==> src/rtl/tsg_pkg.sv <==
package tsg_pkg;

  typedef enum logic [1:0] {
    SLIP_HOLD = 2'd0,
    SLIP_ADV  = 2'd1,
    SLIP_RET  = 2'd2
  } slip_mode_e;

  // Conflicting or absent commands leave the stream untouched.
  function automatic slip_mode_e decode_mode(input logic adv, input logic ret);
    if (adv && !ret) return SLIP_ADV;
    if (ret && !adv) return SLIP_RET;
    return SLIP_HOLD;
  endfunction

endpackage

==> src/rtl/tsg_rate_div.sv <==
module tsg_rate_div #(
  parameter int TICKS_PER_SEC = 100000,
  localparam int CNT_W = $clog2(TICKS_PER_SEC + 1)
) (
  input  logic       clk,
  input  logic       rst,
  input  logic       tick_in,
  input  logic [1:0] rate_sel,
  output logic       slip_due
);

  localparam int DIV1 = TICKS_PER_SEC;
  localparam int DIV2 = (TICKS_PER_SEC / 10   > 0) ? TICKS_PER_SEC / 10   : 1;
  localparam int DIV3 = (TICKS_PER_SEC / 100  > 0) ? TICKS_PER_SEC / 100  : 1;
  localparam int DIV4 = (TICKS_PER_SEC / 1000 > 0) ? TICKS_PER_SEC / 1000 : 1;

  logic [CNT_W-1:0] tick_cnt;
  logic [CNT_W-1:0] last_idx;

  always_comb begin
    unique case (rate_sel)
      2'd0:    last_idx = CNT_W'(DIV1 - 1);
      2'd1:    last_idx = CNT_W'(DIV2 - 1);
      2'd2:    last_idx = CNT_W'(DIV3 - 1);
      default: last_idx = CNT_W'(DIV4 - 1);
    endcase
  end

  // A rate change to a shorter interval wraps at once instead of overrunning.
  assign slip_due = tick_in && (tick_cnt >= last_idx);

  always_ff @(posedge clk) begin
    if (rst) begin
      tick_cnt <= '0;
    end else if (tick_in) begin
      tick_cnt <= slip_due ? '0 : tick_cnt + 1'b1;
    end
  end

endmodule

==> src/rtl/tsg_edit.sv <==
module tsg_edit
  import tsg_pkg::*;
#(
  parameter int CLKS_PER_TICK = 1000,
  parameter int INSERT_AT     = CLKS_PER_TICK / 2,
  localparam int PH_W = $clog2(CLKS_PER_TICK + 1)
) (
  input  logic clk,
  input  logic rst,
  input  logic tick_in,
  input  logic slip_due,
  input  logic adv_cmd,
  input  logic ret_cmd,
  output logic edited
);

  localparam logic [PH_W-1:0] PH_MAX = PH_W'(CLKS_PER_TICK);
  localparam logic [PH_W-1:0] PH_INS = PH_W'(INSERT_AT - 1);

  slip_mode_e       mode;
  logic [PH_W-1:0]  phase;
  logic             pend_adv;
  logic             pend_ret;
  logic             insert_now;

  assign mode       = decode_mode(adv_cmd, ret_cmd);
  assign insert_now = pend_adv && !tick_in && (phase == PH_INS);
  assign edited     = (tick_in && !pend_ret) || insert_now;

  // Clocks elapsed since the last real tick, parked at the top after reset.
  always_ff @(posedge clk) begin
    if (rst) begin
      phase <= PH_MAX;
    end else if (tick_in) begin
      phase <= '0;
    end else if (phase != PH_MAX) begin
      phase <= phase + 1'b1;
    end
  end

  always_ff @(posedge clk) begin
    if (rst) begin
      pend_adv <= 1'b0;
      pend_ret <= 1'b0;
    end else begin
      if (slip_due && mode == SLIP_ADV) begin
        pend_adv <= 1'b1;
      end else if (insert_now) begin
        pend_adv <= 1'b0;
      end
      if (tick_in) begin
        pend_ret <= slip_due && (mode == SLIP_RET);
      end
    end
  end

endmodule

==> src/rtl/tsg_path_steer.sv <==
module tsg_path_steer #(
  parameter int NUM_PATHS = 3,
  parameter int SEL_W     = 2
) (
  input  logic                 clk,
  input  logic                 rst,
  input  logic                 tick_in,
  input  logic                 edited,
  input  logic [SEL_W-1:0]     path_sel,
  output logic [NUM_PATHS-1:0] path_tick
);

  for (genvar p = 0; p < NUM_PATHS; p++) begin : g_path
    logic hit;
    assign hit = (path_sel == SEL_W'(p));
    always_ff @(posedge clk) begin
      if (rst) begin
        path_tick[p] <= 1'b0;
      end else begin
        path_tick[p] <= hit ? edited : tick_in;
      end
    end
  end

endmodule

==> src/rtl/tick_slip_gen.sv <==
module tick_slip_gen #(
  parameter int NUM_PATHS     = 3,
  parameter int CLKS_PER_TICK = 1000,
  parameter int INSERT_AT     = CLKS_PER_TICK / 2,
  parameter int TICKS_PER_SEC = 100000,
  localparam int SEL_W = (NUM_PATHS > 1) ? $clog2(NUM_PATHS) : 1
) (
  input  logic                 clk,
  input  logic                 rst,
  input  logic                 tick_in,
  input  logic [1:0]           rate_sel,
  input  logic                 adv_cmd,
  input  logic                 ret_cmd,
  input  logic [SEL_W-1:0]     path_sel,
  output logic [NUM_PATHS-1:0] path_tick
);

  logic slip_due;
  logic edited;

  tsg_rate_div #(
    .TICKS_PER_SEC(TICKS_PER_SEC)
  ) u_rate (
    .clk      (clk),
    .rst      (rst),
    .tick_in  (tick_in),
    .rate_sel (rate_sel),
    .slip_due (slip_due)
  );

  tsg_edit #(
    .CLKS_PER_TICK(CLKS_PER_TICK),
    .INSERT_AT    (INSERT_AT)
  ) u_edit (
    .clk      (clk),
    .rst      (rst),
    .tick_in  (tick_in),
    .slip_due (slip_due),
    .adv_cmd  (adv_cmd),
    .ret_cmd  (ret_cmd),
    .edited   (edited)
  );

  tsg_path_steer #(
    .NUM_PATHS(NUM_PATHS),
    .SEL_W    (SEL_W)
  ) u_steer (
    .clk       (clk),
    .rst       (rst),
    .tick_in   (tick_in),
    .edited    (edited),
    .path_sel  (path_sel),
    .path_tick (path_tick)
  );

endmodule

==> config.mk <==
export PLATFORM = sky130hd
export DESIGN_NAME = tick_slip_gen
export DESIGN_NICKNAME = d
export VERILOG_FILES = /design/src/rtl/tsg_pkg.sv /design/src/rtl/tsg_rate_div.sv /design/src/rtl/tsg_edit.sv /design/src/rtl/tsg_path_steer.sv /design/src/rtl/tick_slip_gen.sv
export SDC_FILE = /design/constraint.sdc
export NUM_CORES = 1
export LEC_CHECK = 0
export BUFFER_PORTS_ARGS = -buffer_cell sky130_fd_sc_hd__buf_2
export CAP_MARGIN = 0
export CORE_UTILIZATION = 40
export DETAILED_ROUTE_END_ITERATION = 8
export GPL_TIMING_DRIVEN = 1
export SETUP_SLACK_MARGIN = 0.02
export SYNTH_ARGS = -nofsm -noshare
export SYNTH_HDL_FRONTEND = slang
export SYNTH_SLANG_ARGS = --single-unit
==> constraint.sdc <==
create_clock -name clk -period 2.8 [get_ports clk]
set_input_delay 0.14 -clock clk [delete_from_list [all_inputs] [get_ports clk]]
set_output_delay 0.14 -clock clk [all_outputs]
set_load 0.01 [all_outputs]
# After elaboration in Yosys (flattened, before gate mapping)
# Index checks and enable logic that the tools add are counted.
# totals
out_inout_bits,3
wordCells,53
in_bits,9
ff_bits,32
# op_classes
reduce_logical,18
eq_ne,8
add_sub_neg,2
muxes,16
n_lt_le_gt_ge,1
# ops
op,n
one-hot mux 17 bit (3 select lines),1
two-way mux 10 bit,2
"adder 17 x 1 -> 17 bit, second input constant",1
>= comparator 17 bit,1
two-way mux 17 bit,1
"adder 10 x 1 -> 10 bit, second input constant",1
"equality test 10 x 9 -> 1 bit, second input constant",1
"inequality test 10 bit, second input constant",1
logical AND 1 bit,8
two-way mux 1 bit,8
two-way mux 2 bit,4
"equality test 2 x 1 -> 1 bit, second input constant",3
"equality test 2 bit, second input constant",3
logical NOT 1 bit,4
logical NOT 2 bit,2
nonzero test 2 bit,2
OR reduction 2 bit,1
logical OR 1 bit,1

# Longest topological paths before layout
# logic_depth
depth_word,9
depth_mapped,11
ltp_nobuf,9

# By module
# A second synthesis with hierarchy kept.
# unflattened
hier_cells,221
hier_area_um2,1930.6
# by_module_without_submodules
module,n_inst,seq_area_each_um2,area_each_um2,cells_each
tsg_rate_div,1,340.3,1169.9,135
tsg_edit,1,240.2,640.6,75
tsg_path_steer,1,60.1,120.1,11

# Least setup slack after synthesis
# No wires, ideal clock.
# synth_timing
path_kind,input to register
start,in rate_sel[0]
end,reg u_rate.tick_cnt[0]
t_arrival_ns,2.018
setup_time_ns,0.073
path_buffers,2
cell_stages,10
required_time_ns,2.727
path_slack_ns,0.709
path_cell_list,ha_1 > o21bai_1 > ha_1 > and3_1 > o41ai_1 > nand3_1 > a211o_1 > buf_6 > buf_12 > nor3_2
# synth_via
elab_chain_len,5
word_cells_on_any_way,7
cone_classes,1 x order compare; 2 x eq/ne; 2 x mux; 2 x reduce/logical
# synth_lines
element,line_no,text
"start, declared",tick_slip_gen.sv:11,"input logic [1:0] rate_sel,"
equality test 2 bit (tied with other cells),tsg_rate_div.sv:21,unique case (rate_sel)
one-hot mux 17 bit (3 select lines) *,tsg_rate_div.sv:21,
>= comparator 17 bit *,tsg_rate_div.sv:30,assign slip_due = tick_in && (tick_cnt >= last_idx);
logical AND 1 bit *,tsg_rate_div.sv:30,
two-way mux 17 bit *,tsg_rate_div.sv:36,tick_cnt <= slip_due ? '0 : tick_cnt + 1'b1;
"end signal, assigned",tsg_rate_div.sv:36,
"end, declared",tsg_rate_div.sv:17,logic [CNT_W-1:0] tick_cnt;
# Every way passes the cells marked *; elsewhere a longest branch is shown, timed or not.
# A chain may end at the register's enable or synchronous reset.

# Worst setup path after layout
# layout_timing
start,reg u_rate.tick_cnt[16]
end,reg u_rate.tick_cnt[14]
# layout_via
elab_chain_len,3
# layout_lines
element,line_no
>= comparator 17 bit,tsg_rate_div.sv:30
logical AND 1 bit,tsg_rate_div.sv:30
two-way mux 17 bit,tsg_rate_div.sv:36
# Every way passes these cells.

==> out/metrics.yaml <==
route.detailed.drc: 0
synthAdderAreaFrac_pct: 10.8
areaGrowthSynthToFinish_pct: 9.83
crit_required_ps: 2930
num-fill-cells: 485
clockBufferDepth: 2
synth-xor-area-share_pct: 11.6
final_layout_size_suffix_gt1_share_pct: 14.8
grt_pass1_wl_mm: 7.02
h-tree-depth: 2
synth_cell_types: 45
ioPinCount: 12
avgSynthCellArea_um2: 8.99
synth_mux_area_share_pct: 1.02
yosysWarnings: 0
cp-end-kind: "flop"
slew_violations: 0
drt_iter0_drc: 69
firstDrtPassIters: 4
syn_area_um2: 1960
synth_commonest_cells: "dfxtp_1, nor3_1, ha_1"
core-area_um2: 4720
postLayoutCellArea_um2: 2150
synthMostInstantiatedCell: "dfxtp_1"
synth-seq-cells: 32
worst_slew_pin_slew_ps: 818
clkLatencyLatePin_ps: 290
post-dp-hpwl_mm: 2.93
antenna_found_initial: 0
synth_top_family_by_area: "simple AND/OR/NAND/NOR gates"
min_path_type: "in -> reg"
timing.rr.end: "u_rate.tick_cnt[14]$_SDFFE_PP0P_"
fin_skew_ps: 7.11
holdPathStages: 3
rows: 25
post_cts_buffers: 0
crit_arrival_ps: 2330
start_kind: "flop"
irDropWorstVdd_mv: 0.171
critical_path_buf_inv_count: 0
synth_compound_area_share_pct: 10.1
max-cap-violations: 0
slew_headroom_pct: 45.5
yosys.area.top_type_share_pct: 32.7
cts_sinks: 32
hold_end: "u_edit.pend_adv$_SDFFE_PP0P_"
grt_pass1_vias: 1521
cpMaxStageDelayCell: "o21a_1"
fin_crit_sh_pct: 78.4
rrSetupSlack_ps: 600
place_congestion: 0.838
synth_area_leader_cell: "dfxtp_1"
overflow: 0
p_per_area_nw_per_um2: 474
place_ws_ps: 327
die_w_um: 72.0
yosysSeqAreaShare_pct: 32.7
antenna_left: 0
cp_top_family: "simple AND/OR/NAND/NOR gates"
nets: 255
antenna_cells: 0
ys.flop_type: "dfxtp_1"
rsz0062_at_grt: "false"
root_buffer: "clkbuf_8"
path_cells: "ha_1, and4b_1, nand4_2, nor2_1, o21a_1, nor3_1"
synthSimpleGateAreaFrac_pct: 28.3
wl_mm: 3.98
wl_per_cell_um: 13.4
die_height_um: 72.0
vias_per_cell: 5.16
finalCriticalPeriod_ps: 2200
grt_use_total_pct: 17.2
grt_max_degree: 24
dpl_cell_area_um2: 2050
hold_viol_final: 0
crit_fanout: 17
cts_made_buffers: 5
whs_ps: 145
hold_buffers: 0
synth_edf_count: 0
yosys-top-cells-area: "dfxtp_1, ha_1, xor2_1"
worst_slack_ps: 604
hold_start: "adv_cmd"
reg2reg_from: "u_rate.tick_cnt[16]$_SDFFE_PP0P_"
fmax_ghz: 0.455
dieArea_um2: 5190
syn-num-nets: 244
path_class: "reg -> reg"
power.leakage_nw: 0.845
cts_tree: "built"
io_buffers: 11
status: "complete, no violations"
worstRegToRegCells: 6
cts-resized-gates: 0
setup-violations-final: 0
ys_async_sr_fraction_pct: 0
slowest_delay_ps: 670
fin_tns_setup_ps: 0
synthCells: 218
start_util_pct: 41.5
vias: 1534
clk_pin_slew_ps: 70
[flip-flops by register name, indices dropped and copies added (netlist names)]
name	cells
u_rate.tick_cnt	17
u_edit.phase	10
u_steer.path_tick	3
u_edit.pend_adv	1
u_edit.pend_ret	1
[where the power goes]
group	internal (W)	switching, W	total [W]
Clock	0.000264	0.000177	0.000441
Combinational	0.0000394	0.0000575	0.0000969
Sequential	0.000469	0.0000136	0.000483
Total	0.000773	0.000248	0.00102
[per-stage QoR]
stage / utilization [%] / total power [W] / instances
6_report: 45.6 / 0.00102 / 297
3_5_place_dp: 43.3 / 0.000589 / 289
5_1_grt: 45.6 / 0.00107 / 297
3_3_place_gp: 43.3 / 0.000587 / 289
2_1_floorplan: - / 0.000563 / 218
4_1_cts: 45.6 / 0.00103 / 297
[cells in the final DEF, fill, tap and decap left out, types with 3 or more instances in the layout]
| cell type | Yosys | layout |
|---|---|---|
| a211oi_1 | 3 | 3 |
| a21oi_1 | 7 | 7 |
| and3_1 | 3 | 3 |
| and4_1 | 3 | 3 |
| buf_2 | 3 | 11 |
| clkbuf_8 | 0 | 5 |
| dfxtp_1 | 32 | 32 |
| ha_1 | 17 | 17 |
| inv_1 | 10 | 10 |
| nand2_1 | 10 | 10 |
| nand2b_1 | 4 | 4 |
| nand3_1 | 9 | 9 |
| nand4_1 | 7 | 7 |
| nor2_1 | 15 | 15 |
| nor3_1 | 19 | 19 |
| nor3_2 | 10 | 10 |
| nor4_1 | 3 | 3 |
| o21ai_0 | 8 | 8 |
| xnor2_1 | 12 | 12 |
| xor2_1 | 14 | 14 |
[cell type report]
cell class | count | area (um^2) | area share (%)
sequential | 32 | 641 | 29.8
timing repair buffer | 13 | 70.1 | 3.25
inverter | 10 | 37.5 | 1.74
multi-input combinational | 167 | 1210 | 56.4
tap | 67 | 83.8 | 3.89
clock inverter | 2 | 35.0 | 1.63
clock buffer | 6 | 72.6 | 3.37
[per-layer routing]
metal  vias up  share of wire (%)  track usage, %
li1        801                  -               -
met1       703                 51            23.0
met2        23                 45            27.4
met3         7                3.3            3.47
met4         0                1.3            6.75
met5         -                  0               0
[worst min-delay path, stage by stage]
cell and delay, ps:
buf_2 100, nand2b_1 70, o21ai_0 70
[worst max-delay path by stage]
| stage | from | endpoint | slack, ps | cells past startpoint |
|---|---|---|---|---|
| global placement | rate_sel[1] | u_rate.tick_cnt[10]$_SDFFE_PP0P_ | 380 | 11 |
| CTS | u_rate.tick_cnt[16]$_SDFFE_PP0P_ | u_rate.tick_cnt[13]$_SDFFE_PP0P_ | 610 | 6 |
| global route | rate_sel[1] | u_rate.tick_cnt[13]$_SDFFE_PP0P_ | 410 | 10 |
| floorplan | rate_sel[0] | u_rate.tick_cnt[0]$_SDFFE_PP0P_ | 710 | 10 |
| finish | u_rate.tick_cnt[16]$_SDFFE_PP0P_ | u_rate.tick_cnt[14]$_SDFFE_PP0P_ | 600 | 6 |
| detailed placement | rate_sel[0] | u_rate.tick_cnt[13]$_SDFFE_PP0P_ | 330 | 9 |
[cells by family after synthesis]
group,count (synthesis)
xor gates and xnor gates,26
adders and majority gates,17
and+or+nand+nor,92
buffers and inverters,19
DFF,32
AOI/OAI and AO/OA,30
muxes,2
(Power assumes the default switching activity.)
